$ cat src/rtl/clkreq_pkg.sv
// Shared constants and types for the clock request stop gating block.
// Assumes at most eight outputs when the reset maps are used as-is.
package clkreq_pkg;

    localparam int unsigned CLKREQ_LANES = 8;

    // Reset values of the request maps held by the register block
    localparam logic [7:0] CLKREQ_MAP_A_RST = 8'h10;
    localparam logic [7:0] CLKREQ_MAP_B_RST = 8'h20;

    typedef enum logic {
        PARK_DRIVEN = 1'b0,
        PARK_HIZ    = 1'b1
    } park_mode_e;

    // Debounced / synchronized stop sources shared by every lane
    typedef struct packed {
        logic pin_a_idle;
        logic pin_b_idle;
        logic stop_any;
    } halt_src_t;

endpackage

$ cat src/rtl/clkreq_sync.sv
// Multi-flop synchronizer for asynchronous level inputs.
// Assumes STAGES >= 2; each bit is synchronized independently.
module clkreq_sync #(
    parameter int unsigned STAGES  = 2,
    parameter int unsigned WIDTH   = 1,
    parameter logic [WIDTH-1:0] RST_VAL = '0
) (
    input  logic             clk,
    input  logic             rst_n,
    input  logic [WIDTH-1:0] d,
    output logic [WIDTH-1:0] q
);

    logic [WIDTH-1:0] chain [STAGES];

    // Shift the asynchronous level through the flop chain
    always_ff @(posedge clk) begin
        if (!rst_n) begin
            for (int s = 0; s < int'(STAGES); s++) chain[s] <= RST_VAL;
        end else begin
            chain[0] <= d;
            for (int s = 1; s < int'(STAGES); s++) chain[s] <= chain[s-1];
        end
    end

    assign q = chain[STAGES-1];

endmodule

$ cat src/rtl/clkreq_debounce.sv
// Synchronizes an active-low request pin and accepts a new level only when
// two consecutive synchronized samples agree. Output is 1 when the pin is
// accepted as HIGH (request withdrawn). Assumes the pin is fully asynchronous.
module clkreq_debounce #(
    parameter int unsigned SYNC_STAGES = 2,
    parameter logic        RST_LVL     = 1'b0
) (
    input  logic clk,
    input  logic rst_n,
    input  logic pin_n,
    output logic idle
);

    logic lvl;
    logic prev_q;
    logic acc_q;

    clkreq_sync #(
        .STAGES  (SYNC_STAGES),
        .WIDTH   (1),
        .RST_VAL (RST_LVL)
    ) u_sync (
        .clk   (clk),
        .rst_n (rst_n),
        .d     (pin_n),
        .q     (lvl)
    );

    // Keep the last synchronized sample and accept a level seen twice
    always_ff @(posedge clk) begin
        if (!rst_n) begin
            prev_q <= RST_LVL;
            acc_q  <= RST_LVL;
        end else begin
            prev_q <= lvl;
            if (lvl == prev_q) acc_q <= lvl;
        end
    end

    assign idle = acc_q;

    AST_ACCEPT_AGREE: assert property (@(posedge clk) disable iff (!rst_n)
        !$stable(acc_q) |-> ($past(lvl) == $past(prev_q)));

endmodule

$ cat src/rtl/clkreq_lane.sv
// One gated differential output. A running lane copies the shared half-rate
// phase; a stop takes effect only while the output is LOW, so pulses are
// never shortened, and a restart waits for the next rising phase slot.
// Assumes phase toggles every clock cycle.
module clkreq_lane
    import clkreq_pkg::*;
(
    input  logic       clk,
    input  logic       rst_n,
    input  logic       phase,
    input  logic       halt,
    input  park_mode_e park,
    output logic       out_t,
    output logic       out_c,
    output logic       drv_t,
    output logic       drv_c
);

    logic run_q;
    logic out_q;
    logic parked;

    // Register the stop decision once per cycle
    always_ff @(posedge clk) begin
        if (!rst_n) run_q <= 1'b1;
        else        run_q <= ~halt;
    end

    // Rise only on a rising phase slot while running, always fall otherwise
    always_ff @(posedge clk) begin
        if (!rst_n) out_q <= 1'b0;
        else        out_q <= ~phase & run_q;
    end

    assign parked = ~run_q & ~out_q;
    assign out_t  = out_q;
    assign out_c  = ~out_q;
    assign drv_t  = ~(parked & (park == PARK_HIZ));
    assign drv_c  = drv_t;

    AST_PULSE_ONE: assert property (@(posedge clk) disable iff (!rst_n)
        out_q |=> !out_q);
    AST_PARK_HOLD: assert property (@(posedge clk) disable iff (!rst_n)
        (!run_q && !out_q) |=> !out_q);
    AST_RISE_NEEDS_RUN: assert property (@(posedge clk) disable iff (!rst_n)
        $rose(out_q) |-> $past(run_q));

endmodule

$ cat src/rtl/clkreq_gate.sv
// Top of the clock request stop gating block. Builds the shared half-rate
// phase, conditions the request and stop pins, combines every stop source
// per output through its masks and instantiates one gated lane per output.
// Assumes map and enable inputs come from a register block in this domain.
module clkreq_gate
    import clkreq_pkg::*;
#(
    parameter int unsigned N_OUT       = CLKREQ_LANES,
    parameter int unsigned SYNC_STAGES = 2
) (
    input  logic             clk,
    input  logic             rst_n,
    input  logic             req_a_n,
    input  logic             req_b_n,
    input  logic             stop_n,
    input  logic             sw_run,
    input  logic [N_OUT-1:0] map_a,
    input  logic [N_OUT-1:0] map_b,
    input  logic [N_OUT-1:0] stop_en,
    input  logic             park_hiz,
    output logic [N_OUT-1:0] clk_t,
    output logic [N_OUT-1:0] clk_c,
    output logic [N_OUT-1:0] oe_t,
    output logic [N_OUT-1:0] oe_c
);

    logic       ph_q;
    logic       stop_lvl;
    halt_src_t  src;
    park_mode_e park;
    logic [N_OUT-1:0] halt;

    // Shared half-rate phase that every running lane follows
    always_ff @(posedge clk) begin
        if (!rst_n) ph_q <= 1'b0;
        else        ph_q <= ~ph_q;
    end

    clkreq_debounce #(.SYNC_STAGES(SYNC_STAGES), .RST_LVL(1'b0)) u_deb_a (
        .clk   (clk),
        .rst_n (rst_n),
        .pin_n (req_a_n),
        .idle  (src.pin_a_idle)
    );

    clkreq_debounce #(.SYNC_STAGES(SYNC_STAGES), .RST_LVL(1'b0)) u_deb_b (
        .clk   (clk),
        .rst_n (rst_n),
        .pin_n (req_b_n),
        .idle  (src.pin_b_idle)
    );

    clkreq_sync #(.STAGES(SYNC_STAGES), .WIDTH(1), .RST_VAL(1'b1)) u_stop_sync (
        .clk   (clk),
        .rst_n (rst_n),
        .d     (stop_n),
        .q     (stop_lvl)
    );

    // Merge hardware and software stop into one source
    always_comb begin
        src.stop_any = ~stop_lvl | ~sw_run;
        park         = park_mode_e'(park_hiz);
    end

    for (genvar i = 0; i < int'(N_OUT); i++) begin : g_lane
        // Any enabled source stops this lane
        always_comb begin
            halt[i] = (map_a[i]   & src.pin_a_idle)
                    | (map_b[i]   & src.pin_b_idle)
                    | (stop_en[i] & src.stop_any);
        end

        clkreq_lane u_lane (
            .clk   (clk),
            .rst_n (rst_n),
            .phase (ph_q),
            .halt  (halt[i]),
            .park  (park),
            .out_t (clk_t[i]),
            .out_c (clk_c[i]),
            .drv_t (oe_t[i]),
            .drv_c (oe_c[i])
        );

        AST_SW_STOP_PARKS: assert property (@(posedge clk) disable iff (!rst_n)
            ($past(rst_n) && $past(!sw_run && stop_en[i]) && !sw_run && stop_en[i])
            |=> !clk_t[i]);
    end

endmodule

$ cat config.mk
export PLATFORM = sky130hd
export DESIGN_NAME = clkreq_gate
export DESIGN_NICKNAME = d
export VERILOG_FILES = /design/src/rtl/clkreq_pkg.sv /design/src/rtl/clkreq_sync.sv /design/src/rtl/clkreq_debounce.sv /design/src/rtl/clkreq_lane.sv /design/src/rtl/clkreq_gate.sv
export SDC_FILE = /design/constraint.sdc
export NUM_CORES = 1
export LEC_CHECK = 0
export ABC_AREA = 1
export BUFFER_PORTS_ARGS = -buffer_cell sky130_fd_sc_hd__buf_2
export CAP_MARGIN = 0
export CORE_AREA = 2 2 68 70
export DETAILED_ROUTE_END_ITERATION = 8
export DIE_AREA = 0 0 70 72
export GPL_ROUTABILITY_DRIVEN = 0
export SLEW_MARGIN = 40
export SYNTH_ARGS = -nofsm -noshare
export SYNTH_HDL_FRONTEND = slang
export SYNTH_SLANG_ARGS = --single-unit
$ cat constraint.sdc
create_clock -name clk -period 0.85 [get_ports clk]
set_input_delay 0.17 -clock clk [delete_from_list [all_inputs] [get_ports clk]]
set_output_delay 0.17 -clock clk [all_outputs]
set_load 0.005 [all_outputs]
==> results.tsv <==
metric	value	unit
root buf cell	clkbuf_8	
worst hold stages	2	
vias	975	
Max H-tree Level	1	
reg2reg end	u_deb_b.idle	
hold worst-path end	u_stop_sync.chain[0][0]	
worst clock skew	0.009324	ns
Worst-path clk slew	0.09	ns
Arr. time, crit path	0.87	ns
Max IR drop VDD	0.9926	mV
WL per Instance	9.233	um
average cell area after synthesis	7.820	um2
Final Worst Setup Slack	-0.1851	ns
Hold WC Path Type	in2reg	
DIE HEIGHT	72	um
Clk pwr share	29.2	%
Final Cycle Share	121.8	%
Pwr Density	1573	nW/um2
vias in the first global route	866	
Worst Max-Slew Pin Slew	0.2459	ns
post-synthesis adder-cell area fraction	0	%
Final Power	0.002450	W
Area Overhead vs Synth	24.50	%
Net Count, Synth	191	
Comb power frac	14.8	%
GRT overflow	0	
reg2reg path depth	3	
MaxCap Viol Count	0	
CP endpoint kind	primary output	
net switching power	0.0005891	W
Hold Startpoint	stop_n	
Die ar.	5040	um2
die span in x	70	um
pin count of the biggest net entering global routing	15	
Netlist cell types	15	
Routed Antenna Nets	0	
final hold vios	0	
GRT Overall Usage	9.423	%
flops & latches, synth	27	
clk_lat worst skew	0.27	ns
clk buf depth	2	
Ports	63	
CP Class	reg2out	
Critical Path RT	0.68	ns
first-pass GRT wire length	3698	um
Int Power	0.001861	W
Setup-failing EPs final	32	
num rows	24	
drt drc	0	
CTS Hold Bufs	0	
XOR/XNOR Fraction of Synth Area	0	%
Slew Viols, Final	0	
cts bufs inserted	3	
RSZ-0062 raised after global routing	yes	
Setup TNS	-3.636	ns
diode count	0	
1st-iter DRT viols	19	
clk sinks	27	
Lkg Pwr	0.8065	nW
Synth Area in Simple Gates	25.70	%
Synth Area in Compound Gates	1.600	%
crit start category	flop	
Peak Freq	966.1	MHz
Yosys Warn Count	0	
Seq pwr share	56.0	%
worst-path maximum fanout	2	
post-detail-place hpwl	1893	um
CTS tree	yes	
sw frac	24.05	%
Final Util	36.53	%
post-synthesis mux area share	0	%
vias per cell	3.854	
Worst slew margin	83.61	%
# fillers	453	
reg2reg setup slack	0.08	ns
drt total wl	2336	um
Final nets	233	
layout cells sized above 1	62.19	%
violated checks	negative setup slack	
mapped cell area	1251	um2
fin crit period	1.035	ns
worst r2r src	u_deb_b.idle	
outcome	complete, but fails checks	
count of buffers from port buffering	62	
TritonRoute pass-1 iters	3	
largest family of logic cells by synthesized area	buffers and inverters	
Seq/Total Area, Yosys	43.20	%
starting density of the core	29.34	%
Std-Cell Core Area	4264	um2
Cells after Synth	160	
initial antenna violation count	0	
[cells in the final DEF (no fill, tap or decap), types with 6 or more instances in the layout]
cell,Yosys,final
buf_2,3,60
nand2_1,39,38
inv_2,0,16
dfxtp_1,27,14
dfxtp_2,0,13
buf_4,33,11
nand3_1,16,9
nand3_2,0,7
nor2_2,7,7
inv_1,22,6
[state kept, by name, indices dropped and copies added (netlist names)]
register,cells
g_lane.u_lane.out_t,8
u_deb_b.u_sync.chain,2
u_deb_a.prev_q,1
u_deb_b.prev_q,1
u_deb_a.idle,1
g_lane.u_lane.run_q,8
u_deb_a.u_sync.chain,2
u_stop_sync.chain,2
u_deb_b.idle,1
ph_q,1
[cell families (layout without fill, tap and decap cells)]
kind of cell | count (synthesis) | in the layout
AND/OR/NAND/NOR | 68 | 68
buffers and inverters | 61 | 102
flip-flops | 27 | 27
AO/OA/AOI/OAI | 4 | 4
[cells in the mapped netlist]
| library cell | n | area [um2] |
|---|---|---|
| nor2_1 | 2 | 7.510 |
| inv_1 | 22 | 82.58 |
| nand3_1 | 16 | 80.08 |
| buf_2 | 3 | 15.01 |
| nand2_1 | 39 | 146.4 |
| a21oi_1 | 2 | 10.01 |
| or2_1 | 2 | 12.51 |
| nor2_8 | 1 | 20.02 |
| inv_4 | 2 | 12.51 |
| nor2_4 | 1 | 11.26 |
| buf_4 | 33 | 247.7 |
| buf_6 | 1 | 11.26 |
| nor2_2 | 7 | 43.79 |
| o21ai_0 | 2 | 10.01 |
| dfxtp_1 | 27 | 540.5 |
[critical path: stages, from the launching register on]
cell     delay, ns
dfxtp_2       0.34
inv_2         0.06
nand3_2       0.06
buf_2         0.13
[stage by stage]
stage / instances / hold WS (ns) / setup slack (ns) / instance area (um2)
global route: 253 / 0.06099 / -0.2331 / 1558
finish: 253 / 0.08077 / -0.1851 / 1558
global placement: 246 / 0.3511 / 0.04937 / 1420
CTS: 250 / 0.07037 / -0.1893 / 1498
floorplan: 160 / 0.2676 / 0.07996 / 1251
detailed placement: 246 / 0.3532 / 0.04875 / 1420
[how the worst max path moves through the flow]
stage | start | end | cells past startpoint
2_1_floorplan | g_lane[7].u_lane.run_q | oe_c[7] | 3
3_3_place_gp | park_hiz | oe_t[1] | 3
3_5_place_dp | park_hiz | oe_c[0] | 3
4_1_cts | g_lane[0].u_lane.run_q | oe_c[0] | 3
5_1_grt | g_lane[0].u_lane.run_q | oe_t[0] | 3
6_report | g_lane[1].u_lane.out_t | oe_c[1] | 3
[cell type report]
type,count,area [um2],area share (%)
Clock buffer,4,45.04,2.892
Multi-Input combinational cell,72,379.1,24.34
Sequential cell,27,556.8,35.74
Inverter,24,95.09,6.104
Tap cell,52,65.06,4.177
Timing Repair Buffer,74,416.7,26.75
[routing by layer]
metal / up-vias / GRT usage, % / share of wire (%)
met5: - / 0 / 0
met4: 0 / 1.923 / 0.30
met3: 2 / 3.333 / 7.3
met2: 37 / 17.46 / 49
met1: 410 / 10.48 / 43
li1: 526 / - / -
[power by group through the flow]
stage / Sequential [W] / Combinational (W) / Clock [W]
CTS: 0.00137 / 0.000345 / 0.000748
global route: 0.00138 / 0.000407 / 0.000802
finish: 0.00137 / 0.000363 / 0.000715
floorplan: 0.00138 / 0.000258 / 0
detailed placement: 0.00139 / 0.000331 / 0
global placement: 0.00139 / 0.000328 / 0
[timing repair]
action / 4_1_cts / 5_1_grt
pin swaps: 3 / 2
endpoints found under the hold margin: 0 / 0
setup endpoints to repair: 32 / 34
setup buffers: 0 / 3
resized for setup: 29 / 11
No activity file was read; power rests on OpenSTA's default activity.
